[src/rtl/tmr16_pkg.sv]
package tmr16_pkg;

  localparam int CNT_W = 16;
  localparam int PRE_W = 10;
  localparam int FLG_W = 4;

  localparam logic [3:0] A_CTRL   = 4'd0;
  localparam logic [3:0] A_CNT_LO = 4'd1;
  localparam logic [3:0] A_CNT_HI = 4'd2;
  localparam logic [3:0] A_CPA_LO = 4'd3;
  localparam logic [3:0] A_CPA_HI = 4'd4;
  localparam logic [3:0] A_CPB_LO = 4'd5;
  localparam logic [3:0] A_CPB_HI = 4'd6;
  localparam logic [3:0] A_CAP_LO = 4'd7;
  localparam logic [3:0] A_CAP_HI = 4'd8;
  localparam logic [3:0] A_FCLR   = 4'd9;

  typedef enum logic [1:0] {K_OFF, K_NORMAL, K_CLEAR, K_PWM} kind_e;
  typedef enum logic [1:0] {T_FIXED, T_CMPA, T_CAPT} topsrc_e;

  typedef struct packed {
    kind_e             kind;
    topsrc_e           src;
    logic [CNT_W-1:0]  fixed;
  } mode_t;

  function automatic logic [CNT_W-1:0] ones_top(input int bits);
    return CNT_W'((33'd1 << bits) - 33'd1);
  endfunction

  function automatic mode_t mk_mode(input kind_e k, input topsrc_e s, input logic [CNT_W-1:0] f);
    mode_t m;
    m.kind  = k;
    m.src   = s;
    m.fixed = f;
    return m;
  endfunction

  function automatic mode_t decode_mode(input logic [3:0] code);
    case (code)
      4'd0:    return mk_mode(K_NORMAL, T_FIXED, ones_top(CNT_W));
      4'd4:    return mk_mode(K_CLEAR,  T_CMPA,  '0);
      4'd12:   return mk_mode(K_CLEAR,  T_CAPT,  '0);
      4'd5:    return mk_mode(K_PWM,    T_FIXED, ones_top(8));
      4'd6:    return mk_mode(K_PWM,    T_FIXED, ones_top(9));
      4'd7:    return mk_mode(K_PWM,    T_FIXED, ones_top(10));
      4'd14:   return mk_mode(K_PWM,    T_CAPT,  '0);
      4'd15:   return mk_mode(K_PWM,    T_CMPA,  '0);
      default: return mk_mode(K_OFF,    T_FIXED, ones_top(CNT_W));
    endcase
  endfunction

  function automatic logic presc_on(input logic [2:0] sel);
    return (sel >= 3'd1) && (sel <= 3'd5);
  endfunction

  function automatic logic [PRE_W-1:0] presc_mask(input logic [2:0] sel);
    case (sel)
      3'd2:    return PRE_W'(7);
      3'd3:    return PRE_W'(63);
      3'd4:    return PRE_W'(255);
      3'd5:    return PRE_W'(1023);
      default: return '0;
    endcase
  endfunction

endpackage

[src/rtl/tmr16_regs.sv]
module tmr16_regs
  import tmr16_pkg::*;
(
  input  logic             clk,
  input  logic             rst_n,
  input  logic             wr_en,
  input  logic [3:0]       wr_addr,
  input  logic [7:0]       wr_data,
  output logic [3:0]       mode_code,
  output logic [2:0]       clk_sel,
  output logic [CNT_W-1:0] cmp_a,
  output logic [CNT_W-1:0] cmp_b,
  output logic [CNT_W-1:0] capt,
  output logic             cnt_load,
  output logic [CNT_W-1:0] cnt_load_val,
  output logic [FLG_W-1:0] flag_clr
);
  localparam int HI_W = CNT_W - 8;

  logic [HI_W-1:0] hi_tmp;

  always_ff @(posedge clk or negedge rst_n) begin
    if (!rst_n) begin
      hi_tmp    <= '0;
      mode_code <= '0;
      clk_sel   <= '0;
      cmp_a     <= '0;
      cmp_b     <= '0;
      capt      <= '0;
    end else if (wr_en) begin
      case (wr_addr)
        A_CTRL: begin
          mode_code <= wr_data[3:0];
          clk_sel   <= wr_data[6:4];
        end
        A_CNT_HI, A_CPA_HI, A_CPB_HI, A_CAP_HI: hi_tmp <= wr_data[HI_W-1:0];
        A_CPA_LO: cmp_a <= {hi_tmp, wr_data};
        A_CPB_LO: cmp_b <= {hi_tmp, wr_data};
        A_CAP_LO: capt  <= {hi_tmp, wr_data};
        default: ;
      endcase
    end
  end

  assign cnt_load     = wr_en && (wr_addr == A_CNT_LO);
  assign cnt_load_val = {hi_tmp, wr_data};
  assign flag_clr     = (wr_en && (wr_addr == A_FCLR)) ? wr_data[FLG_W-1:0] : '0;

endmodule

[src/rtl/tmr16_prescale.sv]
module tmr16_prescale
  import tmr16_pkg::*;
(
  input  logic       clk,
  input  logic       rst_n,
  input  logic [2:0] clk_sel,
  output logic       tick
);
  logic [PRE_W-1:0] pre_cnt;
  logic [PRE_W-1:0] mask;

  always_ff @(posedge clk or negedge rst_n) begin
    if (!rst_n) pre_cnt <= '0;
    else        pre_cnt <= pre_cnt + PRE_W'(1);
  end

  assign mask = presc_mask(clk_sel);
  assign tick = presc_on(clk_sel) && ((pre_cnt & mask) == mask);

endmodule

[src/rtl/tmr16_core.sv]
module tmr16_core
  import tmr16_pkg::*;
(
  input  logic             clk,
  input  logic             rst_n,
  input  logic             tick,
  input  mode_t            md,
  input  logic [CNT_W-1:0] cmp_a,
  input  logic [CNT_W-1:0] cmp_b,
  input  logic [CNT_W-1:0] capt,
  input  logic             load,
  input  logic [CNT_W-1:0] load_val,
  output logic [CNT_W-1:0] cnt,
  output logic             ev_ovf,
  output logic             ev_cmpa,
  output logic             ev_cmpb,
  output logic             ev_capt,
  output logic             pwm_a,
  output logic             pwm_b
);
  logic [CNT_W-1:0] top;
  logic             step;
  logic             at_top;
  logic             en_a;
  logic             en_b;

  always_comb begin
    case (md.src)
      T_CMPA:  top = cmp_a;
      T_CAPT:  top = capt;
      default: top = md.fixed;
    endcase
  end

  assign step   = tick && (md.kind != K_OFF);
  assign at_top = (cnt == top);

  always_ff @(posedge clk or negedge rst_n) begin
    if (!rst_n)     cnt <= '0;
    else if (load)  cnt <= load_val;
    else if (step)  cnt <= at_top ? '0 : cnt + CNT_W'(1);
  end

  assign ev_ovf  = step && at_top && (md.kind != K_CLEAR);
  assign ev_capt = step && at_top && (md.src == T_CAPT);
  assign ev_cmpa = step && (cnt == cmp_a);
  assign ev_cmpb = step && (cnt == cmp_b);

  assign en_b  = (md.kind == K_PWM);
  assign en_a  = en_b && (md.src != T_CMPA);
  assign pwm_a = en_a && (cnt < cmp_a);
  assign pwm_b = en_b && (cnt < cmp_b);

  // a tick at TOP without a load brings the counter back to zero
  a_r2_wrap_to_zero: assert property (@(posedge clk) disable iff (!rst_n)
    (step && at_top && !load) |=> (cnt == '0));

  // invalid mode keeps the count frozen unless software loads it
  a_r6_invalid_hold: assert property (@(posedge clk) disable iff (!rst_n)
    ((md.kind == K_OFF) && !load) |=> $stable(cnt));

  // in a mode with compare A as TOP, channel A never pulses
  a_r14_no_duty_on_a: assert property (@(posedge clk) disable iff (!rst_n)
    (md.src == T_CMPA) |-> !pwm_a);

endmodule

[src/rtl/wgm_timer16.sv]
module wgm_timer16
  import tmr16_pkg::*;
(
  input  logic             clk,
  input  logic             rst_n,
  input  logic             wr_en,
  input  logic [3:0]       wr_addr,
  input  logic [7:0]       wr_data,
  output logic [CNT_W-1:0] count,
  output logic [FLG_W-1:0] flags,
  output logic             pwm_a,
  output logic             pwm_b
);
  logic [3:0]       mode_code;
  logic [2:0]       clk_sel;
  logic [CNT_W-1:0] cmp_a, cmp_b, capt, cnt_load_val;
  logic             cnt_load;
  logic [FLG_W-1:0] flag_clr;
  logic [FLG_W-1:0] flag_set;
  logic             tick;
  mode_t            md;
  logic             ev_ovf, ev_cmpa, ev_cmpb, ev_capt;

  tmr16_regs u_regs (
    .clk          (clk),
    .rst_n        (rst_n),
    .wr_en        (wr_en),
    .wr_addr      (wr_addr),
    .wr_data      (wr_data),
    .mode_code    (mode_code),
    .clk_sel      (clk_sel),
    .cmp_a        (cmp_a),
    .cmp_b        (cmp_b),
    .capt         (capt),
    .cnt_load     (cnt_load),
    .cnt_load_val (cnt_load_val),
    .flag_clr     (flag_clr)
  );

  tmr16_prescale u_pre (
    .clk     (clk),
    .rst_n   (rst_n),
    .clk_sel (clk_sel),
    .tick    (tick)
  );

  assign md = decode_mode(mode_code);

  tmr16_core u_core (
    .clk      (clk),
    .rst_n    (rst_n),
    .tick     (tick),
    .md       (md),
    .cmp_a    (cmp_a),
    .cmp_b    (cmp_b),
    .capt     (capt),
    .load     (cnt_load),
    .load_val (cnt_load_val),
    .cnt      (count),
    .ev_ovf   (ev_ovf),
    .ev_cmpa  (ev_cmpa),
    .ev_cmpb  (ev_cmpb),
    .ev_capt  (ev_capt),
    .pwm_a    (pwm_a),
    .pwm_b    (pwm_b)
  );

  assign flag_set = {ev_capt, ev_cmpb, ev_cmpa, ev_ovf};

  always_ff @(posedge clk or negedge rst_n) begin
    if (!rst_n) flags <= '0;
    else        flags <= (flags & ~flag_clr) | flag_set;
  end

  // select 0 freezes the count unless loaded
  a_r7_stopped_hold: assert property (@(posedge clk) disable iff (!rst_n)
    ((clk_sel == 3'd0) && !cnt_load) |=> $stable(count));

  // a high-byte counter write alone leaves the count untouched
  a_r8_hi_no_commit: assert property (@(posedge clk) disable iff (!rst_n)
    (wr_en && (wr_addr == A_CNT_HI) && !tick) |=> $stable(count));

  // an overflow event is visible in the flag one clock later
  a_r9_ovf_flag: assert property (@(posedge clk) disable iff (!rst_n)
    ev_ovf |=> flags[0]);

  // compare A event is latched
  a_r10_cmpa_flag: assert property (@(posedge clk) disable iff (!rst_n)
    ev_cmpa |=> flags[1]);

  // a clear without a simultaneous set empties the flag
  a_r11_clear_ovf: assert property (@(posedge clk) disable iff (!rst_n)
    (flag_clr[0] && !ev_ovf) |=> !flags[0]);

endmodule

[config.mk]
export PLATFORM = sky130hd
export DESIGN_NAME = wgm_timer16
export DESIGN_NICKNAME = d
export VERILOG_FILES = /design/src/rtl/tmr16_pkg.sv /design/src/rtl/tmr16_regs.sv /design/src/rtl/tmr16_prescale.sv /design/src/rtl/tmr16_core.sv /design/src/rtl/wgm_timer16.sv
export SDC_FILE = /design/constraint.sdc
export NUM_CORES = 1
export LEC_CHECK = 0
export CAP_MARGIN = 20
export CORE_MARGIN = 8
export CORE_UTILIZATION = 60
export DETAILED_ROUTE_END_ITERATION = 16
export GPL_TIMING_DRIVEN = 1
export PLACE_DENSITY = 0.79
export SYNTH_ARGS = -nofsm -noshare
export SYNTH_HDL_FRONTEND = slang
export SYNTH_HIERARCHICAL = 1
export SYNTH_SLANG_ARGS = --single-unit
[constraint.sdc]
create_clock -name clk -period 3.4 [get_ports clk]
set_input_delay 0.34 -clock clk [delete_from_list [all_inputs] [get_ports clk]]
set_output_delay 0.34 -clock clk [all_outputs]
set_load 0.01 [all_outputs]
==> impl_metrics.json, run 1 <==
{
  "status": "finished, final reports clean",
  "die-width_um": 113,
  "clock_path_buffers": 2,
  "maxCapViolations": 0,
  "clock_skew_ns": 0.0167,
  "gp_congestion": 0.890,
  "post-place-cells": 692,
  "finalCritPeriodShare_pct": 94.0,
  "dieArea_um2": 12800,
  "drive_above_1_share_pct": 19.0,
  "p_seq_share_pct": 35.5,
  "synth_nets": 601,
  "required_ns": 3.06,
  "timing.rr.start": "u_regs/mode_code[0]",
  "worstHoldStart": "flags[2]",
  "intPower_mw": 2.93,
  "crit_fanout": 8,
  "powerDensity_nw_per_um2": 747,
  "final_util_pct": 69.4,
  "synth.distinct_cells": 48,
  "die_y_um": 113,
  "cts-buffers-inserted": 9,
  "static-leakage-power_nw": 3.01,
  "track_usage_pct": 22.9,
  "fin_ws_ns": 0.204,
  "cts.clk_slew.worst_paths_ns": 0.10,
  "antenna_left": 0,
  "comb_power_share_pct": 45.6,
  "p_switching_mw": 1.83,
  "dpl_worst_slack_ns": 0.131,
  "ys_warn_count": 6,
  "overflow": 0,
  "yosysTopAreaCell": "dfrtp_1",
  "drcViolationCount": 0,
  "n_antenna_cell": 0,
  "portBuffers": 36,
  "synth_top_area_share_pct": 41.2,
  "fill_cells": 662,
  "wl_um": 14300,
  "grt_max_degree": 45,
  "grt_pass1_vias": 4393,
  "final_design_area_no_fill_um2": 6380,
  "swShare_pct": 38.5,
  "start_util_pct": 61.4,
  "whs_path_depth": 1,
  "max_slew_margin_pct": 49.5,
  "dp_hpwl_um": 10200,
  "core_um2": 9200,
  "crit_type": "reg -> out",
  "firstDrtPassIters": 5,
  "core.rowCount": 35,
  "fin_crit_ns": 3.20,
  "drv_slew": 0,
  "ir_drop_uv": 424,
  "netlist_top_cells_area": "dfrtp_1, mux2_2, ha_1, xnor2_1, inv_1",
  "end_kind": "output pin",
  "seq_area_frac_synth_pct": 41.2,
  "rsz0062_at_grt": "no",
  "areaGrowthSynthToFinish_pct": 13.1,
  "fmax_mhz": 313,
  "clock_latency_ns": 0.37,
  "min_path_type": "reg -> reg",
  "place_area_um2": 6120,
  "hold-worst-slack_ns": 0.483,
  "r2r_cells": 13,
  "synth_edf_count": 0,
  "cts_tree": "built",
  "synth.most_common_cell": "dfrtp_1",
  "stdcell_count": 710,
  "synth-seq-cells": 93,
  "vias_per_cell": 6.17,
  "hold_viol_final": 0,
  "clock-sinks": 93,
  "grt_pass1_wl_um": 22900,
  "tightest_slew_ns": 0.757,
  "synth_commonest_cells": "dfrtp_1, mux2_2, inv_1",
  "total_power_mw": 4.76,
  "h-tree-depth": 3,
  "synthCells": 550,
  "worstPathArrival_ns": 2.86,
  "num_io_pins": 37,
  "ys.flop_type": "dfrtp_1",
  "num-nets-final": 645,
  "clock_power_share_pct": 18.9,
  "drt_iter0_markers": 277,
  "finalSetupTns_ns": 0,
  "syn_avg_cell_area_um2": 10.3,
  "antenna_found_initial": 0,
  "syn_area_um2": 5640,
  "dr_total_vias": 4382,
  "setup_violations": 0,
  "synth-async-reset-ratio_pct": 100,
  "start_kind": "flop",
  "wire_per_inst_um": 20.1,
  "root_buffer": "clkbuf_8",
  "crit_start": "u_regs/mode_code[3]"
}
==> cells in the final DEF, fill, tap and decap left out, types with 6 or more instances in the layout <==
master / Yosys / final
o31ai_1: 15 / 15
dfrtp_1: 93 / 93
a22oi_1: 8 / 8
a21oi_1: 31 / 31
nand2_1: 37 / 37
nor2_1: 27 / 26
buf_4: 10 / 26
a21o_1: 12 / 12
xnor2_1: 24 / 24
xor2_1: 15 / 15
mux2_2: 56 / 56
clkdlybuf4s50_1: 0 / 34
a221oi_1: 6 / 6
clkbuf_8: 0 / 9
nand3_1: 12 / 12
mux2_4: 7 / 7
o21ai_0: 14 / 14
ha_1: 36 / 36
nand4_1: 15 / 15
inv_1: 54 / 54
==> cells by family after synthesis <==
| group | after synthesis | share of synthesized area, % |
|---|---|---|
| AOI/OAI and AO/OA | 104 | 12.3 |
| xor gates and xnor gates | 39 | 6.05 |
| adders and majority gates | 36 | 7.98 |
| buffers and inverters | 83 | 7.25 |
| DFF | 93 | 41.2 |
| muxes | 63 | 13.0 |
| and+or+nand+nor | 132 | 12.2 |
==> critical path, cell delays in order (launching register included) <==
cell	delay [ns]
dfrtp_1	0.38
buf_4	0.16
or4_1	0.51
nand3_1	0.19
nand2_1	0.14
nor3_1	0.18
o211ai_1	0.18
a21oi_1	0.17
clkdlybuf4s50_1	0.58
==> power groups by stage <==
stage	sequential (mW)	combinational [mW]	clock, mW
finish	1.69	2.17	0.903
global route	1.72	2.38	0.955
CTS	1.68	2.14	0.909
detailed placement	1.70	2.11	0
global placement	1.69	2.00	0
floorplan	1.71	1.35	0
==> state kept, by name, indices dropped and copies added, names as in the netlist <==
| signal | flops |
|---|---|
| flags | 4 |
| u_regs/cmp_b | 16 |
| u_regs/mode_code | 4 |
| u_regs/hi_tmp | 8 |
| u_regs/capt | 16 |
| u_regs/cmp_a | 16 |
| u_regs/clk_sel | 3 |
| u_core/cnt | 16 |
| u_pre/pre_cnt | 10 |
==> final timing paths <==
check | slack, ns | end
worst max-delay path | 0.20 | pwm_a
worst min-delay path | 0.48 | flags[2]
worst max register to register | 0.21 | u_core/cnt[6]
worst min register to register | 0.48 | flags[2]
max in group asynchronous | 2.14 | u_regs/cmp_a[14]
min in group asynchronous | 0.50 | u_pre/pre_cnt[4]
==> cell type report <==
| cell class | count | area, µm² | area share [%] |
|---|---|---|---|
| clock buffers | 9 | 124 | 1.94 |
| flip-flops and latches | 93 | 2330 | 36.5 |
| multi-input cells | 374 | 2910 | 45.6 |
| repair buffers | 62 | 558 | 8.75 |
| inverters | 54 | 203 | 3.18 |
| clock inverters | 7 | 120 | 1.88 |
| well taps | 111 | 139 | 2.18 |
==> routing by layer <==
layer / vias up / routed length, µm / global-route usage, %
met5: - / 0 / 0
met4: 0 / 299 / 9.24
met3: 26 / 991 / 3.94
met2: 193 / 7060 / 38.7
met1: 2150 / 5920 / 28.5
li1: 2013 / - / -
==> what timing repair did <==
| item | CTS | global route |
|---|---|---|
| hold endpoints to repair | 42 | 0 |
| setup buffers | 0 | 1 |
| setup endpoints to repair | 0 | 10 |
| gates resized for setup | 0 | 2 |
| hold buffers | 1 | 0 |
(Power assumes the default switching activity.)
==> run 2, diff against run 1 <==
--- a/config.mk
+++ b/config.mk
@@ -11,6 +11,7 @@
 export DETAILED_ROUTE_END_ITERATION = 16
 export GPL_TIMING_DRIVEN = 1
 export PLACE_DENSITY = 0.79
+export SKIP_LAST_GASP = 1
 export SYNTH_ARGS = -nofsm -noshare
 export SYNTH_HDL_FRONTEND = slang
 export SYNTH_HIERARCHICAL = 1
==> results of run 2 <==
No change in the layout: final DEF, timing and power equal those of run 1.
